--- src/rtl/pld_pkg.sv ---
package pld_pkg;
  localparam int CODE_W    = 3;
  localparam int HI_BASE   = 4;   // shift for code 0
  localparam int HI_CNT    = 5;   // codes 0..HI_CNT-1 use HI_BASE+code
  localparam int MAX_SHIFT = HI_BASE + HI_CNT - 1;
  localparam int SH_W      = $clog2(MAX_SHIFT + 1);
  localparam int CNT_W     = MAX_SHIFT;

  typedef logic [CODE_W-1:0] code_t;
  typedef logic [SH_W-1:0]   shift_t;
  typedef logic [CNT_W-1:0]  cnt_t;

  function automatic shift_t code_to_shift(code_t c);
    if (int'(c) < HI_CNT) return shift_t'(HI_BASE + int'(c));
    else                  return shift_t'(int'(c) - HI_CNT + 1);
  endfunction

  function automatic cnt_t shift_last(shift_t s);
    logic [CNT_W:0] full;
    full = (CNT_W+1)'(1) << s;
    return cnt_t'(full - 1'b1);
  endfunction

  function automatic cnt_t shift_half(shift_t s);
    logic [CNT_W:0] full;
    full = (CNT_W+1)'(1) << s;
    return cnt_t'(full >> 1);
  endfunction
endpackage

--- src/rtl/pld_ratio_hold.sv ---
module pld_ratio_hold
  import pld_pkg::*;
(
  input  logic   clk_i,
  input  logic   rst_ni,
  input  code_t  code_i,
  input  logic   win_i,
  output shift_t lat_shift_o
);
  code_t lat_q;

  always_ff @(posedge clk_i or negedge rst_ni) begin
    if (!rst_ni)    lat_q <= '0;
    else if (win_i) lat_q <= code_i;
  end

  assign lat_shift_o = code_to_shift(lat_q);
endmodule

--- src/rtl/pld_phase_gen.sv ---
module pld_phase_gen
  import pld_pkg::*;
(
  input  logic   clk_i,
  input  logic   rst_ni,
  input  logic   sync_i,
  input  shift_t load_shift_i,
  output logic   clk_o,
  output logic   en_o
);
  localparam shift_t RST_SHIFT = code_to_shift('0);

  shift_t shift_q;
  cnt_t   cnt_q, cnt_nx, last_cur, half_cur;
  logic   clk_q, en_q;

  always_comb begin
    last_cur = shift_last(shift_q);
    half_cur = shift_half(shift_q);
    cnt_nx   = (cnt_q == last_cur) ? '0 : cnt_q + 1'b1;
  end

  always_ff @(posedge clk_i or negedge rst_ni) begin
    if (!rst_ni) begin
      shift_q <= RST_SHIFT;
      cnt_q   <= shift_last(RST_SHIFT);
      clk_q   <= 1'b0;
      en_q    <= 1'b0;
    end else if (sync_i) begin
      // park on last slot: next edge opens a full period
      shift_q <= load_shift_i;
      cnt_q   <= shift_last(load_shift_i);
      clk_q   <= 1'b0;
      en_q    <= 1'b0;
    end else begin
      cnt_q   <= cnt_nx;
      clk_q   <= (cnt_nx < half_cur);
      en_q    <= (cnt_nx == '0);
    end
  end

  assign clk_o = clk_q;
  assign en_o  = en_q;
endmodule

--- src/rtl/pix_line_div.sv ---
module pix_line_div
  import pld_pkg::*;
(
  input  logic              clk_i,
  input  logic              rst_ni,
  input  logic [CODE_W-1:0] ratio_i,
  input  logic              bd_win_i,
  input  logic              line_sync_i,
  input  logic              oe_i,
  output logic              pix_clk_o,
  output logic              pix_en_o,
  output logic              pix_oe_o
);
  shift_t lat_shift;
  logic   oe_q;

  pld_ratio_hold u_hold (
    .clk_i       (clk_i),
    .rst_ni      (rst_ni),
    .code_i      (ratio_i),
    .win_i       (bd_win_i),
    .lat_shift_o (lat_shift)
  );

  pld_phase_gen u_phase (
    .clk_i        (clk_i),
    .rst_ni       (rst_ni),
    .sync_i       (line_sync_i),
    .load_shift_i (lat_shift),
    .clk_o        (pix_clk_o),
    .en_o         (pix_en_o)
  );

  always_ff @(posedge clk_i or negedge rst_ni) begin
    if (!rst_ni) oe_q <= 1'b0;
    else         oe_q <= oe_i;
  end

  assign pix_oe_o = oe_q;
endmodule

--- config.mk ---
export PLATFORM = sky130hd
export DESIGN_NAME = pix_line_div
export DESIGN_NICKNAME = d
export VERILOG_FILES = /design/src/rtl/pld_pkg.sv /design/src/rtl/pld_ratio_hold.sv /design/src/rtl/pld_phase_gen.sv /design/src/rtl/pix_line_div.sv
export SDC_FILE = /design/constraint.sdc
export NUM_CORES = 1
export LEC_CHECK = 0
export BUFFER_PORTS_ARGS = -buffer_cell sky130_fd_sc_hd__buf_2
export CAP_MARGIN = 5
export CORE_MARGIN = 8
export CORE_UTILIZATION = 30
export DETAILED_ROUTE_END_ITERATION = 16
export SYNTH_ARGS = -nofsm -noshare
export SYNTH_HDL_FRONTEND = slang
export SYNTH_SLANG_ARGS = --single-unit
--- constraint.sdc ---
create_clock -name clk_i -period 5.3 [get_ports clk_i]
set_input_delay 0 -clock clk_i [delete_from_list [all_inputs] [get_ports clk_i]]
set_output_delay 0 -clock clk_i [all_outputs]
set_load 0.01 [all_outputs]
## Yosys cells after proc, flatten, opt, wreduce, memory -nomap -nowiden

Cells that the tools add are included.
W data, S select, Z words.

- Input bits: 8
- Logic and storage cells: 23
- Output and inout bits: 3
- Bits in registers: 18

- $add $sub $neg: 6
- $lt $le $gt $ge: 2
- Shift operators: 2
- Multiplexer cells: 5
- Reductions and logical operators: 1
- Eq/ne operators: 1

Operators by type and width:

| operator | number |
|---|---|
| $mux W8 | 2 |
| $sub A8 B1 Y8 const B | 2 |
| $shl A1 B4 Y9 const A | 1 |
| $add A8 B1 Y8 const B | 1 |
| $eq A8 B8 Y1 | 1 |
| $logic_not A8 Y1 | 1 |
| $lt A8 B8 Y1 | 1 |
| $shl A1 B4 Y8 const A | 1 |
| $add A3 B3 Y4 const A | 1 |
| $add A4 B2 Y4 const B | 1 |
| $mux W4 | 1 |
| $sub A3 B3 Y4 const B | 1 |
| $lt A3 B3 Y1 const B | 1 |
| $mux W1 | 2 |

## Depth between registers and ports, before layout

- Word-level depth: 6
- Mapped depth: 16
- Gate-level depth less buffers: 13

## Cells and area by module

Synthesis repeated with hierarchy kept, for this count alone.

- Cell total of the unflattened synthesis: 182
- Area, all modules: 1565.3 um2

By module, submodules not included:

| module | instances | area an instance (um2) | cells each |
|---|---|---|---|
| pld_phase_gen | 1 | 1365.1 | 166 |
| pld_ratio_hold | 1 | 175.2 | 15 |
| pix_line_div | 1 | 25.0 | 1 |

## Least setup slack after synthesis

Ideal clock, no wire load.

- Path kind: register to register
- Start: reg u_phase.shift_q[2]
- End: reg u_phase.clk_q (netlist: u_phase.clk_o)
- Data required time: 5.235 ns
- Stages on the path, launching flop included: 15
- Clock period less this slack: 3.562 ns
- Setup slack: 1.738 ns
- Data arrival time: 3.496 ns
- Cells stage by stage: dfstp_2 -> buf_2 -> nor2_1 -> nand2_1 -> ha_1 -> buf_6 -> a22o_1 -> a221o_1 -> a2111oi_4 -> buf_6 -> nor2_1 -> ha_1 -> and4_1 -> a2111oi_0 -> o21a_1

- Word-level cells in the longest chain between the ends: 6

RTL lines:

| element | line | text |
|---|---|---|
| from (decl) | pld_phase_gen.sv:13 | `shift_t shift_q;` |
| from (signal assigned) | pld_phase_gen.sv:31 | `shift_q <= load_shift_i;` |
| $shl A1 B4 Y9 * | pld_pkg.sv:26 | `full = (CNT_W+1)'(1) << s;` |
| $sub A8 B1 Y8 | pld_pkg.sv:21 | `return cnt_t'(full - 1'b1);` |
| $eq A8 B8 Y1 | pld_phase_gen.sv:20 | `cnt_nx = (cnt_q == last_cur) ? '0 : cnt_q + 1'b1;` |
| $mux W8 | pld_phase_gen.sv:20 |  |
| $lt A8 B8 Y1 * | pld_phase_gen.sv:37 | `clk_q <= (cnt_nx < half_cur);` |
| $mux W1 * | pld_phase_gen.sv:29 | `end else if (sync_i) begin` |
| to (signal assigned) | pld_phase_gen.sv:37 |  |
| to (decl) | pld_phase_gen.sv:15 | `logic clk_q, en_q;` |

Every way passes the cells marked *; elsewhere a longest branch is shown, timed or not.
A chain may end at the register's enable or synchronous reset.

## Final worst setup path

- Start: reg u_phase.shift_q[3]
- End: reg u_phase.clk_q (netlist: u_phase.clk_o)

The elaborated chain is that of the path after synthesis.

==> flow_summary.ini <==
[power]
pwr-share-comb_pct = 47.2
p_leak_nw = 0.719
internal-power_uw = 391
power_density_mw_per_mm2 = 379
seqPwrFrac_pct = 35.8
ir_drop_v = 0.000254
switching_share_pct = 41.3
power_uw = 666
switchingPower_uw = 275
pwr-share-clk_pct = 17.0

[logic_synthesis]
yosysMostFrequentCell = nand2_1
ys.flop_type = dfrtp_1
ys_types = 43
synthTopCellsByArea = dfrtp_1, ha_1, dfstp_2
yosysSeqAreaShare_pct = 29.2
netlist.area_leader.share_pct = 20.8
synth_warnings = 0
synth_edf_count = 0
synth_common_cells = nand2_1, ha_1, dfrtp_1, nor2_1, xnor2_1
ys_ff_latch = 18
yosys.area.top_type = dfrtp_1
syn_nets = 202
synthArstFlopShare_pct = 100
synth_area_mm2 = 0.00156
synthCells = 180
syn-mean-instance-area_um2 = 8.69

[routing]
drt_first_pass_iters = 4
drcViolationCount = 0
vias_per_cell = 4.90
finalWirelength_um = 3450
drtIter0Drc = 72
vias = 1268
detail-route-antenna-nets = 0
wire_per_inst_um = 13.3

[cts]
cts_max_level = 1
clock-sinks = 18
clkTransAtPathRegs_ns = 0.07
cts_tree = built
cts_made_buffers = 3
clockRootBuffer = clkbuf_8
postCtsSetupRepairBufs = 0
cts_buffer_depth = 2
clock_latency_ns = 0.26

[worst_setup_path]
path_max_fanout = 16
worstSetupPathType = reg2reg
rr_startpoint = u_phase.shift_q[3]$_DFFE_PN0P_
end_kind = flop
cp_data_required_time_ns = 5.50
worst_setup_path_start_kind = flop
critPathLaunch = u_phase.shift_q[3]$_DFFE_PN0P_
cp.arrival_ns = 4.24

[timing]
layout_setup_ws_ns = 1.26
hold_slack_ns = 0.0591
final_hold_viol_count = 0
maxSlewViolCount = 0
min_period_over_period_pct = 76.2
rsz0062_at_grt = no
clock_skew_ns = 0.00160
fin_crit_ns = 4.04
finalSetupViolCount = 0
slew-limit-headroom_pct = 41.8
tightestPinTransition_ns = 0.874
setup_tns_ns = 0
timing.fmax_mhz = 248

[place]
io_buffers = 10
routabilityCongestion = 0.852
dp_hpwl_um = 2580
pre_cts_slack_ns = 1.25

[final_layout]
fill_cells = 538
final_util_pct = 34.6
seq_area_um2 = 457
multi_input_area_mm2 = 0.00101
final_nets = 212
drive_above_1_share_pct = 13.8
n_antenna_cell = 0
area_growth_pct = 12.2

[floorplan]
start_util_pct = 30.8
fp.dieH_um = 88.2
dieWidth_um = 88.2
pin_count = 11
die_area_mm2 = 0.00778
core_area_mm2 = 0.00507
rows = 26

[global_route]
grt_max_degree = 21
grt_pass1_wl_um = 5980
grt-ovfl-total = 0
grt_usage_pct = 9.60
grt_pass1_vias = 1228
antenna_found_initial = 0

[hold_path]
worstHoldPathType = in2reg
hold_path.startpoint = bd_win_i

[run_status]
status = finished clean

[run]
drv_cap = 0
==> through the flow <==
stage,area (um2),std cells
after global routing,1760,259
final,1760,259
after CTS,1760,259
after global placement,1630,248
after floorplan,1560,180
after detailed placement,1630,248
==> worst max-delay path, stage by stage, from the launching register on <==
cell       delay (ns)
dfrtp_1          0.48
nor2_1           0.37
nand2_1          0.10
ha_1             0.32
a22o_1           0.25
a221o_1          0.34
a2111oi_4        0.84
nor2_1           0.12
ha_1             0.35
and4_1           0.22
a2111oi_0        0.39
o21a_1           0.18
==> final timing paths <==
path	end	slack (ns)	cells after the start
hold reg to reg	u_phase.shift_q[2]$_DFFE_PN1P_	0.60	2
setup / recovery	u_phase.clk_o$_DFF_PN0_	1.26	11
hold / removal	u_hold.lat_q[0]$_DFFE_PN0P_	0.06	2
min in group asynchronous	u_hold.lat_q[2]$_DFFE_PN0P_	0.20	2
max in group asynchronous	u_phase.cnt_q[2]$_DFF_PN1_	4.77	2
setup reg to reg	u_phase.clk_o$_DFF_PN0_	1.26	11
==> power by group through the flow <==
stage	clock network [mW]	registers [mW]	logic, mW
after detailed placement	0	0.238	0.310
after global routing	0.121	0.244	0.363
final	0.113	0.239	0.314
after global placement	0	0.239	0.307
after CTS	0.117	0.236	0.318
after floorplan	0	0.201	0.281
==> metal layers <==
layer	wire, um	global-route usage, %	part of all wire [%]
met5	0	0	0
met4	23	2.30	0.67
met2	1590	14.9	46
met1	1730	13.1	50
met3	107	1.88	3.1
==> registers in the layout (all words and copies together) (netlist names) <==
register and cells:
pix_oe_o 1, u_hold.lat_q 3, u_phase.clk_o 1, u_phase.cnt_q 8, u_phase.en_o 1, u_phase.shift_q 4
==> cell type report <==
class	instances	share of cell area, %
multi-input combinational	143	57.5
sequential	18	26.0
inverter	7	1.50
tap	70	4.99
clock buffer	4	3.14
timing repair buffer	17	6.84
==> what timing repair did <==
item / CTS / global route
hold endpoints to repair: 22 / 0
hold buffers: 7 / 0
resized for setup: 0 / 0
==> cells in the final DEF, fill, tap and decap left out, types with 4 or more instances in the layout <==
cell type and count:
ha_1 14, inv_1 7, nand2_1 19, clkbuf_8 4, nor2_1 13, o31ai_1 5
dfstp_2 5, xnor2_1 11, dlygate4sd3_1 7, nand3_1 6, dfrtp_1 13, a21o_1 5
nand4_1 4, nor3_1 4, nor2b_1 6, o21ai_0 8, a21oi_1 7, buf_2 10
==> logic make-up after synthesis <==
logic type                 Yosys count  synth area share, %
buffers and inverters               19                 6.24
xor gates and xnor gates            14                 7.84
and+or+nand+nor                     68                 22.0
AOI/OAI and AO/OA                   42                 20.1
muxes                                5                 3.44
DFF                                 18                 29.2
adders and majority gates           14                 11.2
Power figures use the tool's default switching activity.
